==> config.mk <==
export PLATFORM = sky130hd
export DESIGN_NAME = wake_ctl
export DESIGN_NICKNAME = d
export VERILOG_FILES = /design/src/rtl/wake_ctl.sv
export SDC_FILE = /design/constraint.sdc
export NUM_CORES = 1
export LEC_CHECK = 0
export ABC_AREA = 0
export ABC_CLOCK_PERIOD_IN_PS = 2650
export BUFFER_PORTS_ARGS = -buffer_cell sky130_fd_sc_hd__buf_2
export CAP_MARGIN = 30
export CORE_ASPECT_RATIO = 0.8
export CORE_MARGIN = 5
export CORE_UTILIZATION = 61
export CTS_BUF_LIST = sky130_fd_sc_hd__clkbuf_4
export DETAILED_ROUTE_END_ITERATION = 10
export PLACE_DENSITY = 0.91
export SLEW_MARGIN = 10
export SYNTH_ARGS = -nofsm -noshare
export SYNTH_HDL_FRONTEND = slang
export SYNTH_SLANG_ARGS = --single-unit
export TNS_END_PERCENT = 1
==> constraint.sdc <==
create_clock -name clk -period 2.65 [get_ports clk]
set_input_delay 0.3975 -clock clk [delete_from_list [all_inputs] [get_ports clk]]
set_output_delay 0.3975 -clock clk [all_outputs]
set_load 0.02 [all_outputs]
==> src/rtl/wake_ctl.sv <==
module wake_ctl #(
  parameter int PRESCALE    = 512,
  parameter int MONO_TICKS  = 52000,
  parameter int SHORT_TICKS = 16
) (
  input  logic clk,
  input  logic rst_n,
  input  logic drv_req,
  input  logic mono_dis,
  input  logic therm_ovr,
  input  logic therm_reen,
  input  logic io_mode,
  input  logic sts_clr,
  input  logic irq_clr,
  input  logic oc_raw,
  input  logic therm_evt,
  input  logic pin_cmp,
  output logic drv_en,
  output logic short_sts,
  output logic therm_lock,
  output logic pin_lvl,
  output logic irq
);

  localparam int PW = $clog2(PRESCALE);
  localparam int MW = $clog2(MONO_TICKS + 1);
  localparam int SW = $clog2(SHORT_TICKS + 1);

  logic [PW-1:0] pre_cnt;
  logic [MW-1:0] mono_cnt;
  logic [SW-1:0] oc_cnt;
  logic          tick, req_q, req_rise;
  logic          mono_done, short_lock, trip;
  logic          pin_s1, pin_s2, pin_s3, edge_hit;

  assign tick     = (pre_cnt == PW'(PRESCALE - 1));
  assign req_rise = drv_req & ~req_q;
  assign drv_en   = req_q & ~io_mode & ~therm_lock & ~short_lock & ~(mono_done & ~mono_dis);
  assign trip     = drv_en & oc_raw & tick & (oc_cnt == SW'(SHORT_TICKS - 1));
  assign edge_hit = io_mode & (pin_s2 ^ pin_s3);
  assign pin_lvl  = pin_s2;

  always_ff @(posedge clk or negedge rst_n) begin
    if (!rst_n) begin
      pre_cnt <= '0;
      req_q   <= 1'b0;
    end else begin
      pre_cnt <= tick ? '0 : pre_cnt + 1'b1;
      req_q   <= drv_req;
    end
  end

  always_ff @(posedge clk or negedge rst_n) begin
    if (!rst_n) begin
      mono_cnt  <= '0;
      mono_done <= 1'b0;
    end else if (req_rise) begin
      mono_cnt  <= '0;
      mono_done <= 1'b0;
    end else if (drv_en && !mono_dis && tick) begin
      if (mono_cnt == MW'(MONO_TICKS - 1)) mono_done <= 1'b1;
      else mono_cnt <= mono_cnt + 1'b1;
    end
  end

  always_ff @(posedge clk or negedge rst_n) begin
    if (!rst_n) begin
      oc_cnt     <= '0;
      short_lock <= 1'b0;
    end else begin
      if (!oc_raw || !drv_en || trip) oc_cnt <= '0;
      else if (tick) oc_cnt <= oc_cnt + 1'b1;
      if (trip) short_lock <= 1'b1;
      else if (req_rise) short_lock <= 1'b0;
    end
  end

  always_ff @(posedge clk or negedge rst_n) begin
    if (!rst_n) begin
      therm_lock <= 1'b0;
      short_sts  <= 1'b0;
      irq        <= 1'b0;
    end else begin
      if (therm_evt && !therm_ovr) therm_lock <= 1'b1;
      else if (therm_reen) therm_lock <= 1'b0;
      if (trip) short_sts <= 1'b1;
      else if (sts_clr) short_sts <= 1'b0;
      if (trip || edge_hit) irq <= 1'b1;
      else if (irq_clr) irq <= 1'b0;
    end
  end

  always_ff @(posedge clk or negedge rst_n) begin
    if (!rst_n) begin
      pin_s1 <= 1'b0;
      pin_s2 <= 1'b0;
      pin_s3 <= 1'b0;
    end else begin
      pin_s1 <= pin_cmp;
      pin_s2 <= pin_s1;
      pin_s3 <= pin_s2;
    end
  end


  mono_bound_chk: assert property (@(posedge clk) disable iff (!rst_n)
    mono_cnt < MW'(MONO_TICKS));


  short_irq_chk: assert property (@(posedge clk) disable iff (!rst_n)
    $rose(short_sts) |-> irq);


  short_off_chk: assert property (@(posedge clk) disable iff (!rst_n)
    $rose(short_sts) |-> !drv_en);


  therm_off_chk: assert property (@(posedge clk) disable iff (!rst_n)
    (therm_evt && !therm_ovr) |=> !drv_en);


  edge_irq_chk: assert property (@(posedge clk) disable iff (!rst_n)
    (io_mode && (pin_s2 != pin_s3)) |=> irq);


  irq_sticky_chk: assert property (@(posedge clk) disable iff (!rst_n)
    (irq && !irq_clr) |=> irq);

endmodule

==> impl_metrics.ini <==
[finish]
post-route-util = 0.681
nets = 225
diodes = 0
layout-drive-gt1-share = 0.158
final-seq-area_um2 = 976
multi_input_area_um2 = 873
fillers = 250
layout-area-overhead-vs-synth_pct = 9.10

[die]
num_io_pins = 17
starting_density_of_the_core = 0.624
chipHeight_um = 59.9
die_area_um2 = 4330
core.rowCount = 18
placeableCoreArea_um2 = 3040
floorplan.die.width_um = 72.4

[status]
run_status = completed

[detailed_routing]
routed-via-count = 1491
dr.pass1.iters = 7
drc = 0
wl_per_cell_um = 14.0
dr.first_iter.drc_count = 86
detail-route-antenna-nets = 0
postRouteWirelength_um = 3480
route.detailed.vias_per_inst = 5.99

[timing]
report.final.hold_viol_count = 0
clock_skew_after_layout_ns = 0.0100
rsz0062_at_grt = false
finalSetupViolations = 0
fmaxAchievable_ghz = 0.421
setup_total_negative_slack_ns = 0
finalCritPeriodShare = 0.897
post-route-min-period_ns = 2.38
slew_headroom = 0.448
worst_pin_slew_ns = 0.828
final-max-slew-violation-count = 0

[global_routing]
global_route_wire_length_before_repair_um = 6280
grt.total_usage = 0.189
grt_antenna_before_repair = 0
grt_max_degree = 40
globalRoute.totalOverflow = 0
via_count_of_the_first_global_routing_pass = 1412

[clock_network]
post_cts.repair.setup_buffers = 0
cts_buffers = 5
ctsHoldBuffers = 0
cts-htree-levels = 2
cts.root.buffer_cell = sky130_fd_sc_hd__clkbuf_4
clock_tree_buf_depth = 2
tritoncts_clock_tree = done
clock_insertion_delay_worst_skew_ns = 0.34
cts_sinks = 39
cts.clk_slew.worst_paths_ns = 0.12
cts.repair.resized = 0

[worst_setup_path]
crit_path_end_kind = register
timing.setup.critical_path_class = register to register
cpLargestDelayFamily = simple AND/OR/NAND/NOR gates
critical_path_most_common_cell = sky130_fd_sc_hd__ha_1
cpPeakStageDelay_ns = 0.58
crit_arrival_ns = 2.64
worstPathMaxFanout = 11
crit_buf_inv = 0
cp_cell_instances = ha_1 > nand3_1 > nor2_1 > ha_1 > nor3b_2 > nand4_2 > or4_1 > a21oi_1
crit_required_ns = 2.91
setup_crit_start_kind = register
critPathSlowestCell = sky130_fd_sc_hd__or4_1

[synth]
number_of_flops_mapped_to_enable_cells_by_yosys = 0
synthesis.area_um2 = 1900
yosys.area_share.simple = 0.259
synth_largest_type_area_fraction = 0.514
synth_net_count = 205
synth_common_cells = sky130_fd_sc_hd__dfrtp_1 (39), sky130_fd_sc_hd__a21oi_1 (17), sky130_fd_sc_hd__nand2_1 (17)
syn-mean-instance-area_um2 = 10.1
yosys_most_used_dff = sky130_fd_sc_hd__dfrtp_1
synth_compound_area_frac = 0.129
synth.yosys.warnings = 0
synth_mux_area_frac = 0.0112
synthesized_instance_count = 188
synthXorXnorAreaFrac = 0.0277
synth.distinct_cells = 41
number_of_register_bits_inferred_by_synthesis = 39
largest_family_of_logic_cells_by_synthesized_area = simple AND/OR/NAND/NOR gates
synthArstFlopShare = 1.00
post_synth_fa_ha_maj_area_fraction = 0.0330
sequential_area_share_after_synthesis = 0.514
synth_area_leader_cell = sky130_fd_sc_hd__dfrtp_1
post-synth-top-count-cell = sky130_fd_sc_hd__dfrtp_1
synth_top_cells_by_area = sky130_fd_sc_hd__dfrtp_1 (51%), sky130_fd_sc_hd__a21oi_1 (4.5%), sky130_fd_sc_hd__nand2_1 (3.4%)

[power]
vdd.ir_drop.worst_v = 0.000368
powerDensity_nw_per_um2 = 461
power.leakage_uw = 0.000911

[min_path]
min-delay-path-class = input port to asynchronous set/reset pin

[placed_design]
dpl.hpwl_um = 2520
gp_routability_congestion = 0.891
placement.io_buffers = 16

[job]
max_cap_viol_count = 0
## final timing paths
kind	from	to	slack, ns	cells past startpoint
worst min-delay path	rst_n	oc_cnt[2]	0.14	1
worst min register to register	pin_s1	pin_lvl	0.36	0
worst max register to register	pre_cnt[0]	mono_cnt[9]	0.27	8
worst max-delay path	pre_cnt[0]	mono_cnt[9]	0.27	8
max in group asynchronous	rst_n	mono_cnt[6]	1.99	1
min in group clk	pin_cmp	pin_s1	0.16	1
## sequential cells by signal, indices dropped and copies added, names as in the netlist
name,cells
short_sts,1
pin_s3,1
oc_cnt,5
pin_lvl,1
pin_s1,1
mono_cnt,16
irq,1
req_q,1
short_lock,1
therm_lock,1
mono_done,1
pre_cnt,9
## logic make-up (layout without fill, tap and decap cells)
| logic type | Yosys count | in the layout |
|---|---|---|
| simple gates | 84 | 84 |
| compound gates | 42 | 42 |
| flops | 39 | 39 |
| buf+inv | 10 | 31 |
| xor+xnor | 6 | 6 |
| fa+ha+maj | 5 | 5 |
| mux | 2 | 2 |
## cell type report
| cell class | instances | share of cell area |
|---|---|---|
| clock buffer | 6 | 0.0218 |
| clock inverter | 2 | 0.00604 |
| timing repair buffer | 18 | 0.0459 |
| inverter | 5 | 0.00906 |
| sequential | 39 | 0.471 |
| tap | 40 | 0.0242 |
| multi-input combinational | 139 | 0.422 |
## metrics by stage
stage	instances	cell area [µm²]	total power, µW	worst slack, ns	hold slack [ns]
after detailed placement	241	2010	668	0.310	0.350
after global placement	241	2010	667	0.450	0.332
after CTS	249	2070	962	0.277	0.154
final	249	2070	955	0.272	0.140
after global routing	249	2070	999	0.0324	0.135
after floorplan	188	1900	637	0.444	0.102
## power breakdown
part	total [µW]	leakage [µW]	switching (µW)	internal, µW
logic	49.5	0.000361	32.6	16.8
registers	606	0.000518	4.46	601
clock network	300	0.0000317	187	113
total	955	0.000911	224	731
## placed cells by master (no fill, tap or decap), drive strengths merged, types with 2 or more instances in the layout
cell type,n
a21oi,17
and2,2
and3,5
and4,4
buf,18
clkbuf,6
dfrtp,39
ha,5
inv,5
nand2,17
nand2b,4
nand3,8
nand4,6
nor2,15
nor2b,3
nor3b,2
o21ai,11
o31ai,7
or3,6
or4,7
xor2,5
## per-layer routing
layer	global-route usage	wire length [µm]	vias to the layer above
met5	0	0	-
met4	0.0322	8	0
met3	0.0571	149	4
met2	0.310	1670	31
met1	0.254	1650	726
li1	-	-	730
## worst register-to-register path, stage by stage (launching register included)
cell and delay [ns]:
sky130_fd_sc_hd__dfrtp_1 0.39, sky130_fd_sc_hd__ha_1 0.25, sky130_fd_sc_hd__nand3_1 0.09, sky130_fd_sc_hd__nor2_1 0.10, sky130_fd_sc_hd__ha_1 0.16, sky130_fd_sc_hd__nor3b_2 0.28
sky130_fd_sc_hd__nand4_2 0.29, sky130_fd_sc_hd__or4_1 0.58, sky130_fd_sc_hd__a21oi_1 0.17
Note: power is estimated with default switching activity, not from simulation.
